### src/rtl/cum_pkg.sv
// Package for the cartridge unlock mapper.
// Holds the unlock step table (computed by a function, not stored as a memory),
// the command addresses and keys, and the shared widths.
// Assumes a 25-bit byte-addressed bus that carries 24-bit logical halfword addresses.
package cum_pkg;

    localparam int BUS_AW  = 25;   // byte address width on the bus
    localparam int LOG_AW  = 24;   // logical (halfword) address width
    localparam int DATA_W  = 16;
    localparam int OFFS_W  = 10;   // flash offset register width
    localparam int STEP_N  = 11;   // number of unlock steps

    localparam logic [LOG_AW-1:0] CMD_WP_ADDR   = 24'hF12345;
    localparam logic [DATA_W-1:0] WP_KEY        = 16'h9413;
    localparam logic [LOG_AW-1:0] CMD_BANK_ADDR = 24'hA12345;
    localparam logic [LOG_AW-1:0] CMD_OFFS_ADDR = 24'hB5AC97;

    typedef struct packed {
        logic [LOG_AW-1:0] addr;
        logic [DATA_W-1:0] data;
        logic              rep;   // 1 = step repeats REP_COUNT times
    } step_t;

    // Returns the expected write of unlock step idx; out-of-range gives zeros.
    function automatic step_t step_at(input int idx);
        step_t s;
        s = '{addr: '0, data: '0, rep: 1'b0};
        case (idx)
            0:  s = '{addr: 24'h987654, data: 16'h5354, rep: 1'b0};
            1:  s = '{addr: 24'h012345, data: 16'h1234, rep: 1'b1};
            2:  s = '{addr: 24'h007654, data: 16'h5354, rep: 1'b0};
            3:  s = '{addr: 24'h012345, data: 16'h5354, rep: 1'b0};
            4:  s = '{addr: 24'h012345, data: 16'h5678, rep: 1'b1};
            5:  s = '{addr: 24'h987654, data: 16'h5354, rep: 1'b0};
            6:  s = '{addr: 24'h012345, data: 16'h5354, rep: 1'b0};
            7:  s = '{addr: 24'h765400, data: 16'h5678, rep: 1'b0};
            8:  s = '{addr: 24'h013450, data: 16'h1234, rep: 1'b0};
            9:  s = '{addr: 24'h012345, data: 16'hABCD, rep: 1'b1};
            10: s = '{addr: 24'h987654, data: 16'h5354, rep: 1'b0};
            default: s = '{addr: '0, data: '0, rep: 1'b0};
        endcase
        return s;
    endfunction

endpackage

### src/rtl/cum_unlock_seq.sv
// Unlock pattern recogniser.
// Tracks the current step and how many matching writes that step has received.
// Once a step has its full count, the next write must match the following step.
// Any other write returns to idle and is discarded. Completing the last step
// arms a one-write command slot; the write in that slot is passed out as
// cmd_fire, and the recogniser then returns to idle.
// Assumes REP_COUNT >= 1 and that the last step is a single write.
module cum_unlock_seq
    import cum_pkg::*;
#(
    parameter int REP_COUNT = 500
) (
    input  logic              clk,
    input  logic              rst_n,
    input  logic              we,
    input  logic [BUS_AW-1:0] addr,
    input  logic [DATA_W-1:0] data,
    output logic              armed,
    output logic              cmd_fire
);

    localparam int CNT_W  = $clog2(REP_COUNT + 1);
    localparam int STEP_W = $clog2(STEP_N);
    localparam logic [STEP_W-1:0] LAST_STEP = STEP_W'(STEP_N - 1);
    localparam logic [STEP_W-1:0] PRE_LAST  = STEP_W'(STEP_N - 2);

    logic [STEP_W-1:0] step_q, step_d;
    logic [CNT_W-1:0]  cnt_q, cnt_d;
    logic              armed_d;
    step_t             cur, nxt;
    logic [CNT_W-1:0]  need_cur;
    logic              hit_cur, hit_nxt, cur_done;

    // Look up the current and following step and compare them with the bus.
    always_comb begin
        cur      = step_at(int'(step_q));
        nxt      = step_at(int'(step_q) + 1);
        need_cur = cur.rep ? CNT_W'(REP_COUNT) : CNT_W'(1);
        hit_cur  = (addr == {cur.addr, 1'b0}) && (data == cur.data);
        hit_nxt  = (addr == {nxt.addr, 1'b0}) && (data == nxt.data);
        cur_done = (cnt_q == need_cur);
    end

    // Next-state rule for step, count and the command slot.
    always_comb begin
        step_d  = step_q;
        cnt_d   = cnt_q;
        armed_d = armed;
        if (we) begin
            if (armed) begin
                armed_d = 1'b0;
                step_d  = '0;
                cnt_d   = '0;
            end else if (!cur_done) begin
                if (hit_cur) begin
                    cnt_d = cnt_q + 1'b1;
                    if ((step_q == LAST_STEP) && (cnt_q + 1'b1 == need_cur)) begin
                        armed_d = 1'b1;
                        step_d  = '0;
                        cnt_d   = '0;
                    end
                end else begin
                    step_d = '0;
                    cnt_d  = '0;
                end
            end else if ((step_q != LAST_STEP) && hit_nxt) begin
                step_d = step_q + 1'b1;
                cnt_d  = CNT_W'(1);
                if (step_q == PRE_LAST) begin
                    armed_d = 1'b1;
                    step_d  = '0;
                    cnt_d   = '0;
                end
            end else begin
                step_d = '0;
                cnt_d  = '0;
            end
        end
    end

    // State registers with synchronous reset to idle.
    always_ff @(posedge clk) begin
        if (!rst_n) begin
            step_q <= '0;
            cnt_q  <= '0;
            armed  <= 1'b0;
        end else begin
            step_q <= step_d;
            cnt_q  <= cnt_d;
            armed  <= armed_d;
        end
    end

    // The write in the armed slot is the command.
    assign cmd_fire = we && armed;

    // a step never holds more writes than its count.
    a_r5_cnt_bound: assert property (@(posedge clk) disable iff (!rst_n)
        cnt_q <= need_cur);

    // the command slot closes after the one write it admits.
    a_r10_single_cmd: assert property (@(posedge clk) disable iff (!rst_n)
        (armed && we) |=> !armed);

    // the slot opens only as a result of a bus write.
    a_r3_arm_on_write: assert property (@(posedge clk) disable iff (!rst_n)
        $rose(armed) |-> $past(we));

    // while armed, no pattern progress is held.
    a_r6_idle_when_armed: assert property (@(posedge clk) disable iff (!rst_n)
        armed |-> (step_q == '0) && (cnt_q == '0));

endmodule

### src/rtl/cum_cmd_decode.sv
// Command decoder and control registers.
// On a command write it updates the write-protect flag, the SRAM bank or the
// flash offset register. In the reduced variant only offset bits 0, 1 and 3
// get flops; the rest are tied to zero.
// Assumes cmd_fire is high for exactly the one accepted command write.
module cum_cmd_decode
    import cum_pkg::*;
#(
    parameter int SRAM_BANKS    = 8,
    parameter bit LEGACY_OFFSET = 1'b0
) (
    input  logic              clk,
    input  logic              rst_n,
    input  logic              cmd_fire,
    input  logic [BUS_AW-1:0] addr,
    input  logic [DATA_W-1:0] data,
    output logic              flash_wp,
    output logic [2:0]        sram_bank,
    output logic [OFFS_W-1:0] flash_offset
);

    localparam int BANK_W = $clog2(SRAM_BANKS);
    localparam logic [2:0] BANK_MASK = 3'((1 << BANK_W) - 1);
    localparam logic [OFFS_W-1:0] KEEP = LEGACY_OFFSET ? 10'h00B : 10'h3FF;

    logic hit_wp, hit_bank, hit_offs;

    // Decode which command, if any, this write carries.
    always_comb begin
        hit_wp   = cmd_fire && (addr == {CMD_WP_ADDR, 1'b0}) && (data == WP_KEY);
        hit_bank = cmd_fire && (addr == {CMD_BANK_ADDR, 1'b0});
        hit_offs = cmd_fire && (addr == {CMD_OFFS_ADDR, 1'b0});
    end

    // Write-protect flag: set by reset, cleared by the key command.
    always_ff @(posedge clk) begin
        if (!rst_n)      flash_wp <= 1'b1;
        else if (hit_wp) flash_wp <= 1'b0;
    end

    // SRAM bank register, masked to the implemented bank count.
    always_ff @(posedge clk) begin
        if (!rst_n)        sram_bank <= '0;
        else if (hit_bank) sram_bank <= data[2:0] & BANK_MASK;
    end

    // Offset register: one flop per implemented bit, constant zero otherwise.
    for (genvar i = 0; i < OFFS_W; i++) begin : g_offs
        if (KEEP[i]) begin : g_keep
            logic bit_q;
            // Holds offset bit i.
            always_ff @(posedge clk) begin
                if (!rst_n)        bit_q <= 1'b0;
                else if (hit_offs) bit_q <= data[i];
            end
            assign flash_offset[i] = bit_q;
        end else begin : g_tie
            assign flash_offset[i] = 1'b0;
        end
    end

    // the key command clears protection on the next edge.
    a_r3_wp_clear: assert property (@(posedge clk) disable iff (!rst_n)
        (cmd_fire && (addr == {CMD_WP_ADDR, 1'b0}) && (data == WP_KEY)) |=> !flash_wp);

    // protection never changes without the key command.
    a_r11_wp_hold: assert property (@(posedge clk) disable iff (!rst_n)
        !(cmd_fire && (data == WP_KEY)) |=> $stable(flash_wp));

    // a bank command lands the masked data bits.
    a_r7_bank_load: assert property (@(posedge clk) disable iff (!rst_n)
        (cmd_fire && (addr == {CMD_BANK_ADDR, 1'b0})) |=> sram_bank == ($past(data[2:0]) & BANK_MASK));

    // bank and offset hold on every edge that carries no command.
    a_r12_hold: assert property (@(posedge clk) disable iff (!rst_n)
        !cmd_fire |=> $stable(sram_bank) && $stable(flash_offset));

    // bits not implemented in the reduced variant stay zero.
    a_r9_unimpl_zero: assert property (@(posedge clk) disable iff (!rst_n)
        (flash_offset & ~KEEP) == '0);

endmodule

### src/rtl/cum_offset_map.sv
// Offset-to-address remapper.
// Turns the scattered offset register into flash address bits 24..15.
// Register bits 3..9 weigh 32 KB..2 MB (address bits 15..21), and register
// bits 0..2 weigh 4, 8 and 16 MB (address bits 22..24). Purely combinational.
module cum_offset_map
    import cum_pkg::*;
(
    input  logic [OFFS_W-1:0] offs,
    output logic [OFFS_W-1:0] base_hi
);

    // Route each address bit from its register bit.
    for (genvar i = 0; i < OFFS_W; i++) begin : g_map
        localparam int SRC = (i < 7) ? i + 3 : i - 7;
        assign base_hi[i] = offs[SRC];
    end

endmodule

### src/rtl/cart_unlock_mapper.sv
// Top of the cartridge unlock mapper.
// Joins the pattern recogniser, the command decoder and the offset remapper.
// Assumes one bus write per cycle at most, presented with bus_we high.
module cart_unlock_mapper
    import cum_pkg::*;
#(
    parameter int REP_COUNT     = 500,
    parameter int SRAM_BANKS    = 8,
    parameter bit LEGACY_OFFSET = 1'b0
) (
    input  logic                       clk,
    input  logic                       rst_n,
    input  logic                       bus_we,
    input  logic [24:0]                bus_addr,
    input  logic [15:0]                bus_wdata,
    output logic                       flash_wp,
    output logic [2:0]                 sram_bank,
    output logic [9:0]                 flash_offset,
    output logic [9:0]                 flash_base_hi
);

    logic armed;
    logic cmd_fire;

    cum_unlock_seq #(.REP_COUNT(REP_COUNT)) u_seq (
        .clk      (clk),
        .rst_n    (rst_n),
        .we       (bus_we),
        .addr     (bus_addr),
        .data     (bus_wdata),
        .armed    (armed),
        .cmd_fire (cmd_fire)
    );

    cum_cmd_decode #(.SRAM_BANKS(SRAM_BANKS), .LEGACY_OFFSET(LEGACY_OFFSET)) u_dec (
        .clk          (clk),
        .rst_n        (rst_n),
        .cmd_fire     (cmd_fire),
        .addr         (bus_addr),
        .data         (bus_wdata),
        .flash_wp     (flash_wp),
        .sram_bank    (sram_bank),
        .flash_offset (flash_offset)
    );

    cum_offset_map u_map (
        .offs    (flash_offset),
        .base_hi (flash_base_hi)
    );

endmodule

### config.mk
export PLATFORM = sky130hd
export DESIGN_NAME = cart_unlock_mapper
export DESIGN_NICKNAME = d
export VERILOG_FILES = /design/src/rtl/cum_pkg.sv /design/src/rtl/cum_unlock_seq.sv /design/src/rtl/cum_cmd_decode.sv /design/src/rtl/cum_offset_map.sv /design/src/rtl/cart_unlock_mapper.sv
export SDC_FILE = /design/constraint.sdc
export NUM_CORES = 1
export LEC_CHECK = 0
export BUFFER_PORTS_ARGS = -buffer_cell sky130_fd_sc_hd__buf_4
export CAP_MARGIN = 40
export CORE_ASPECT_RATIO = 1.4
export CORE_MARGIN = 1.5
export CORE_UTILIZATION = 55
export CTS_CLUSTER_DIAMETER = 200
export DETAILED_ROUTE_END_ITERATION = 7
export PLACE_DENSITY_LB_ADDON = 0.3
export SYNTH_ARGS = -nofsm -noshare
export SYNTH_HDL_FRONTEND = slang
export SYNTH_SLANG_ARGS = --single-unit
### constraint.sdc
create_clock -name clk -period 9.2 [get_ports clk]
set_clock_uncertainty 0.15 [all_clocks]
set_input_delay 0.46 -clock clk [delete_from_list [all_inputs] [get_ports clk]]
set_output_delay 0.46 -clock clk [all_outputs]
set_load 0.03 [all_outputs]
---- Word-level counts from Yosys, hierarchy flattened ----
Memories as Yosys holds them, arrays and structs flattened. A register that Yosys moved wholly into a read port is not among the register bits.
Index checks and enable logic that the tools add are counted.
word-level totals
  output and inout bits ................... 24
  memories kept ........................... 2
  ROM bits ................................ 1,088
  flip-flop bits (word level) ............. 28
  logic and storage cells ................. 67
  bits of input ports ..................... 44
operators by class
  $add $sub $neg .......................... 3
  muxes and demuxes ....................... 22
  reductions and logical operators ........ 11
  eq/ne operators ......................... 14
memory list
  memory            words  width  read ports  clocked after Yosys merged registers in  write ports  RTL line       RTL
  (name not given)  16     34     1           1                                        0            cum_pkg.sv:28  case (idx)
  (name not given)  16     34     1           0                                        0            cum_pkg.sv:28
operators with widths
  operator                                                                  number
  25-bit == test (second input constant)                                    3
  25-bit == test                                                            2
  9-bit two-way mux                                                         5
  41-bit two-way mux                                                        1
  16-bit == test                                                            2
  4-bit two-way mux                                                         8
  28-bit zero test                                                          1
  9-bit == test                                                             2
  16-bit == test (second input constant)                                    1
  9-bit by 1-bit adder with 9-bit output (second input constant)            1
  1-bit logical AND                                                         9
  4-bit == test (second input constant)                                     2
  1-bit two-way mux                                                         8
  4-bit by 1-bit adder with 5-bit output (second input constant)            1
  4-bit by 1-bit adder with 4-bit output (second input constant)            1
  4-bit by 3-bit inequality test with 1-bit output (second input constant)  1
  4-bit inequality test (second input constant)                             1
  2-bit AND reduction                                                       1

---- Depth between registers and ports, before layout ----
  word-level depth ........................ 11
  depth in mapped cells ................... 19
  depth with buffers taken out ............ 15

---- Hierarchy ----
Synthesis repeated with hierarchy kept, for this count alone.
second synthesis, totals
  cells, all modules ...................... 591
  area total of the unflattened synthesis .. 4,679.5 um^2
by module, submodules not included
  module          seq. area each (um^2)  area an instance (um^2)  instances  cells an instance
  cum_unlock_seq  700.7                  3,782.4                  1          490
  cum_cmd_decode  280.3                  822.0                    1          91
  cum_offset_map  0.0                    75.1                     1          10

---- Least setup slack after synthesis ----
Ideal clock, no wire load.
  kind .................................... reg2reg
  start point ............................. register u_seq.step_q[0]
  end point ............................... register u_seq.cur[7] (netlist name)
  period minus slack after synthesis ...... 4.269 ns
  data arrival time ....................... 4.050 ns
  required time ........................... 8.981 ns
  library setup time ...................... 0.069 ns
  setup slack ............................. 4.931 ns
  buffers on the path ..................... 3
  cell stages (with the launch flop) ...... 18
  cells stage by stage .................... dfxtp_1 -> buf_2 -> buf_2 -> inv_1 -> ha_1 -> clkbuf_2 -> and3_1 -> a32o_1 -> mux2i_1 -> nor4b_2 -> nand4b_4 -> a2111oi_4 -> and4bb_4 -> a32oi_1 -> nand2b_1 -> ha_1 -> or3_1 -> o21ai_1
between the ends
  longest elaborated chain between the ends .. 11
  elaborated cells on any way between the ends .. 21
  those cells by class .................... 2 x add/sub; 6 x eq/ne; 7 x mux; 5 x reduce/logical; 1 x memory
RTL lines
  element                                                 RTL line              RTL
  start: declaration                                      cum_unlock_seq.sv:27  logic [STEP_W-1:0] step_q, step_d;
  start signal: assignment                                cum_unlock_seq.sv:88  step_q <= step_d;
  4-bit by 1-bit adder with 5-bit output                  cum_unlock_seq.sv:37  nxt = step_at(int'(step_q) + 1);
  memory 16 x 34 bit or 28-bit zero test (tied branches)  n/a
  41-bit two-way mux                                      cum_pkg.sv:28
  25-bit == test or 16-bit == test (tied branches)        cum_unlock_seq.sv:40  hit_nxt = (addr == {nxt.addr, 1'b0}) && (data == nxt.data);
  1-bit logical AND                                       cum_unlock_seq.sv:40
  1-bit logical AND                                       cum_unlock_seq.sv:66  end else if ((step_q != LAST_STEP) && hit_nxt) begin
  4-bit two-way mux                                       cum_unlock_seq.sv:66
  4-bit two-way mux                                       cum_unlock_seq.sv:54  end else if (!cur_done) begin
  4-bit two-way mux                                       cum_unlock_seq.sv:50  if (armed) begin
  4-bit two-way mux (no source line) (*) (2 in series)    n/a
Mark *: on every way between the ends. The rest lies on a longest branch, timed or not.
A chain may end at the register's enable or synchronous reset.

---- Worst setup path in the final report ----
  start point ............................. register u_seq.step_q[0]
  end point ............................... register u_seq.cur[29] (netlist name)
between the ends
  longest elaborated chain between the ends .. 11
  elaborated cells on any way between the ends .. 21
  those cells by class .................... 2 x add/sub; 6 x eq/ne; 7 x mux; 5 x reduce/logical; 1 x memory
RTL lines
  element                                                 RTL line
  4-bit by 1-bit adder with 5-bit output                  cum_unlock_seq.sv:37
  memory 16 x 34 bit or 28-bit zero test (tied branches)  n/a
  41-bit two-way mux                                      cum_pkg.sv:28
  25-bit == test or 16-bit == test (tied branches)        cum_unlock_seq.sv:40
  1-bit logical AND                                       cum_unlock_seq.sv:40
  1-bit logical AND                                       cum_unlock_seq.sv:66
  4-bit two-way mux                                       cum_unlock_seq.sv:66
  4-bit two-way mux                                       cum_unlock_seq.sv:54
  4-bit two-way mux                                       cum_unlock_seq.sv:50
  4-bit two-way mux (no source line) (*) (2 in series)    n/a
Marks and branches as above.

==> results.sh <==
export IMPL_io_pin_count=68
export IMPL_fin_crit_ns=5.40
export IMPL_async_reset_ff_frac=0
export IMPL_ant_nets=0
export IMPL_worstHoldEndpoint="u_dec.g_offs[7].g_keep.bit_q"
export IMPL_r2r_end="u_seq.cur[29]"
export IMPL_finalCritPeriodShare=0.587
export IMPL_cap_violations=0
export IMPL_synth_ff_latch_count=49
export IMPL_grt_overflow_total=0
export IMPL_hold_path_class="in2reg"
export IMPL_design_die_area_um2=8480
export IMPL_r2r_slack_ns=3.80
export IMPL_rsz0062_at_grt="false"
export IMPL_hold_depth=3
export IMPL_relSlewSlack=0.397
export IMPL_cts_htree_levels=2
export IMPL_total_power_uw=415
export IMPL_final_cell_mix="buf_4, dfxtp_1, nor2_1, nand2_1"
export IMPL_r2r_start="u_seq.step_q[0]"
export IMPL_hp_start="bus_wdata[7]"
export IMPL_critical_path_class="reg2reg"
export IMPL_cts_hold_buf=0
export IMPL_ys_seq_area_frac=0.225
export IMPL_drt_total_wl_mm=13.4
export IMPL_cp_start_kind="register"
export IMPL_worstSetupStartpoint="u_seq.step_q[0]"
export IMPL_ctsResizeCount=0
export IMPL_synth_edff_count=0
export IMPL_worstPathRequired_ns=9.23
export IMPL_p_leak_uw=0.00176
export IMPL_mostFrequentLayoutCell="buf_4"
export IMPL_synth_top_area_cell="dfxtp_1"
export IMPL_yosysUniqueCellTypes=95
export IMPL_setup_tns_ns=0
export IMPL_grt_total_usage=0.319
export IMPL_insertion_delay_ns=0.31
export IMPL_syn_avg_cell_area_um2=8.03
export IMPL_drv_slew=0
export IMPL_path_max_fanout=29
export IMPL_grt_pass1_vias=3956
export IMPL_arrival_ns=5.43
export IMPL_die_h_um=108
export IMPL_viasPerCell=6.53
export IMPL_path_clk_slew_ns=0.09
export IMPL_ys_flop_type="dfxtp_1"
export IMPL_antenna_found_initial=0
export IMPL_yosys_top_cells_area="dfxtp_1, mux2i_1, buf_4"
export IMPL_p_switching_uw=102
export IMPL_yosys_warnings=0
export IMPL_synth_top_cell_area_share=0.225
export IMPL_cp_end_kind="register"
export IMPL_setup_viol=0
export IMPL_p_per_area_nw_per_um2=87.2
export IMPL_cts_buffer_depth=2
export IMPL_clock_root_buffer="clkbuf_8"
export IMPL_worst_pin_slew_ns=0.905
export IMPL_p_sw_frac=0.246
export IMPL_ff2ff_path_depth=14
export IMPL_core_um2=7700
export IMPL_clock_sinks=49
export IMPL_final_hold_violation_count=0
export IMPL_gp_congestion=0.956
export IMPL_nets=624
export IMPL_cts_tree="built"
export IMPL_combPwrFrac=0.120
export IMPL_rows=38
export IMPL_seqPwrFrac=0.510
export IMPL_grt_first_pass_wirelength_mm=20.7
export IMPL_synth_fp_nets=601
export IMPL_grt_max_degree=32
export IMPL_drc_errors=0
export IMPL_wl_per_cell_um=20.2
export IMPL_port_buffers=67
export IMPL_intPower_uw=313
export IMPL_start_util=0.566
export IMPL_power_frac_clock=0.370
export IMPL_dr_pass1_iters=5
export IMPL_n_antenna_cell=0
export IMPL_outcome="finished, final reports clean"
export IMPL_num_vias=4348
export IMPL_hpwl_mm=10.6
export IMPL_synthToLayoutAreaGrowth_pct=9.12
export IMPL_vdd_drop_max_mv=0.118
export IMPL_cts_buffers=5
export IMPL_netlist_area_um2=4360
export IMPL_drtIter0Drc=352
export IMPL_post_route_cells_drive_above_1_share=0.200
export IMPL_fmax_mhz=185
export IMPL_die_width_um=78.3
export IMPL_cts_setup_buffers=0
export IMPL_syn_inst=543
## worst max-delay path, cell delays in order, from the launching register on
cell and delay [ns]:
dfxtp_1 0.90, ha_1 0.89, mux2i_1 0.50, a32o_1 0.23, a221oi_1 0.07, nor4b_2 0.37
nand4b_4 0.15, a2111oi_4 0.30, and4bb_4 0.35, a22o_4 0.21, and2_1 0.48, inv_2 0.08
ha_1 0.21, or2_1 0.25, a21boi_1 0.13
## cell families (layout without fill, tap and decap cells)
family                     count (synthesis)  in the layout  share of synthesized area
and+or+nand+nor                          223            223                      0.282
buffers and inverters                     75             98                      0.102
adders and majority gates                 14             14                     0.0402
xor gates and xnor gates                  29             29                     0.0614
muxes                                     26             26                     0.0654
DFF                                       49             49                      0.225
AOI/OAI and AO/OA                        127            127                      0.224
## synthesized netlist by cell type, types with 14 or more instances
cell type / count
ha_1: 14
inv_1: 16
a21oi_1: 24
nand4_1: 14
dfxtp_1: 49
xor2_1: 17
nor2_1: 47
nor3_1: 14
buf_4: 29
mux2i_1: 24
nand2_1: 43
nand3_1: 22
## worst max path at each step
stage	to	slack, ns	cells after the start
2_1_floorplan	u_seq.cur[7]	4.93	17
3_3_place_gp	u_seq.cur[29]	3.99	14
3_5_place_dp	u_seq.cur[29]	3.88	14
4_1_cts	u_seq.cur[29]	3.87	14
5_1_grt	u_seq.cur[29]	3.43	14
6_report	u_seq.cur[29]	3.80	14
## flip-flops by register name (all words and copies together) (netlist names)
signal and flops:
u_dec.g_offs.g_keep.bit_q 10, u_seq.step_q 4, u_dec.sram_bank 3, u_dec.flash_wp 1, u_seq.armed 1, u_seq.cnt_q 9, u_seq.cur 21
## metal layers
layer,part of all wire,track usage,up-vias
li1,-,-,2026
met2,0.51,0.573,228
met1,0.38,0.358,2045
met5,0,0,-
met4,0.047,0.168,0
met3,0.066,0.0523,49
## power by group through the flow
| stage | Combinational (µW) | Clock, µW | Sequential, µW |
|---|---|---|---|
| 3_5_place_dp | 48.5 | 0 | 217 |
| 2_1_floorplan | 17.4 | 0 | 217 |
| 4_1_cts | 48.6 | 157 | 212 |
| 6_report | 49.6 | 154 | 212 |
| 3_3_place_gp | 48.4 | 0 | 217 |
| 5_1_grt | 52.1 | 165 | 212 |
## final cells by class
class / count / area [µm²]
flip-flops and latches: 49 / 981
repair buffers: 70 / 526
multi-input cells: 419 / 2940
clock buffers: 5 / 68.8
well taps: 100 / 125
fillers: 695 / 2940
inverters: 21 / 78.8
clock inverters: 2 / 38.8
## per-stage QoR
stage / instance area [µm²] / hold slack (ns) / cells / setup WS (ns) / util
finish: 4760 / 0.286 / 666 / 3.80 / 0.618
global route: 4760 / 0.291 / 666 / 3.43 / 0.618
CTS: 4760 / 0.272 / 666 / 3.87 / 0.618
detailed placement: 4650 / 0.323 / 659 / 3.88 / 0.604
global placement: 4640 / 0.308 / 658 / 3.99 / 0.603
floorplan: 4360 / 0.336 / 543 / 4.93 / -
Note: power is estimated with default switching activity, not from simulation.
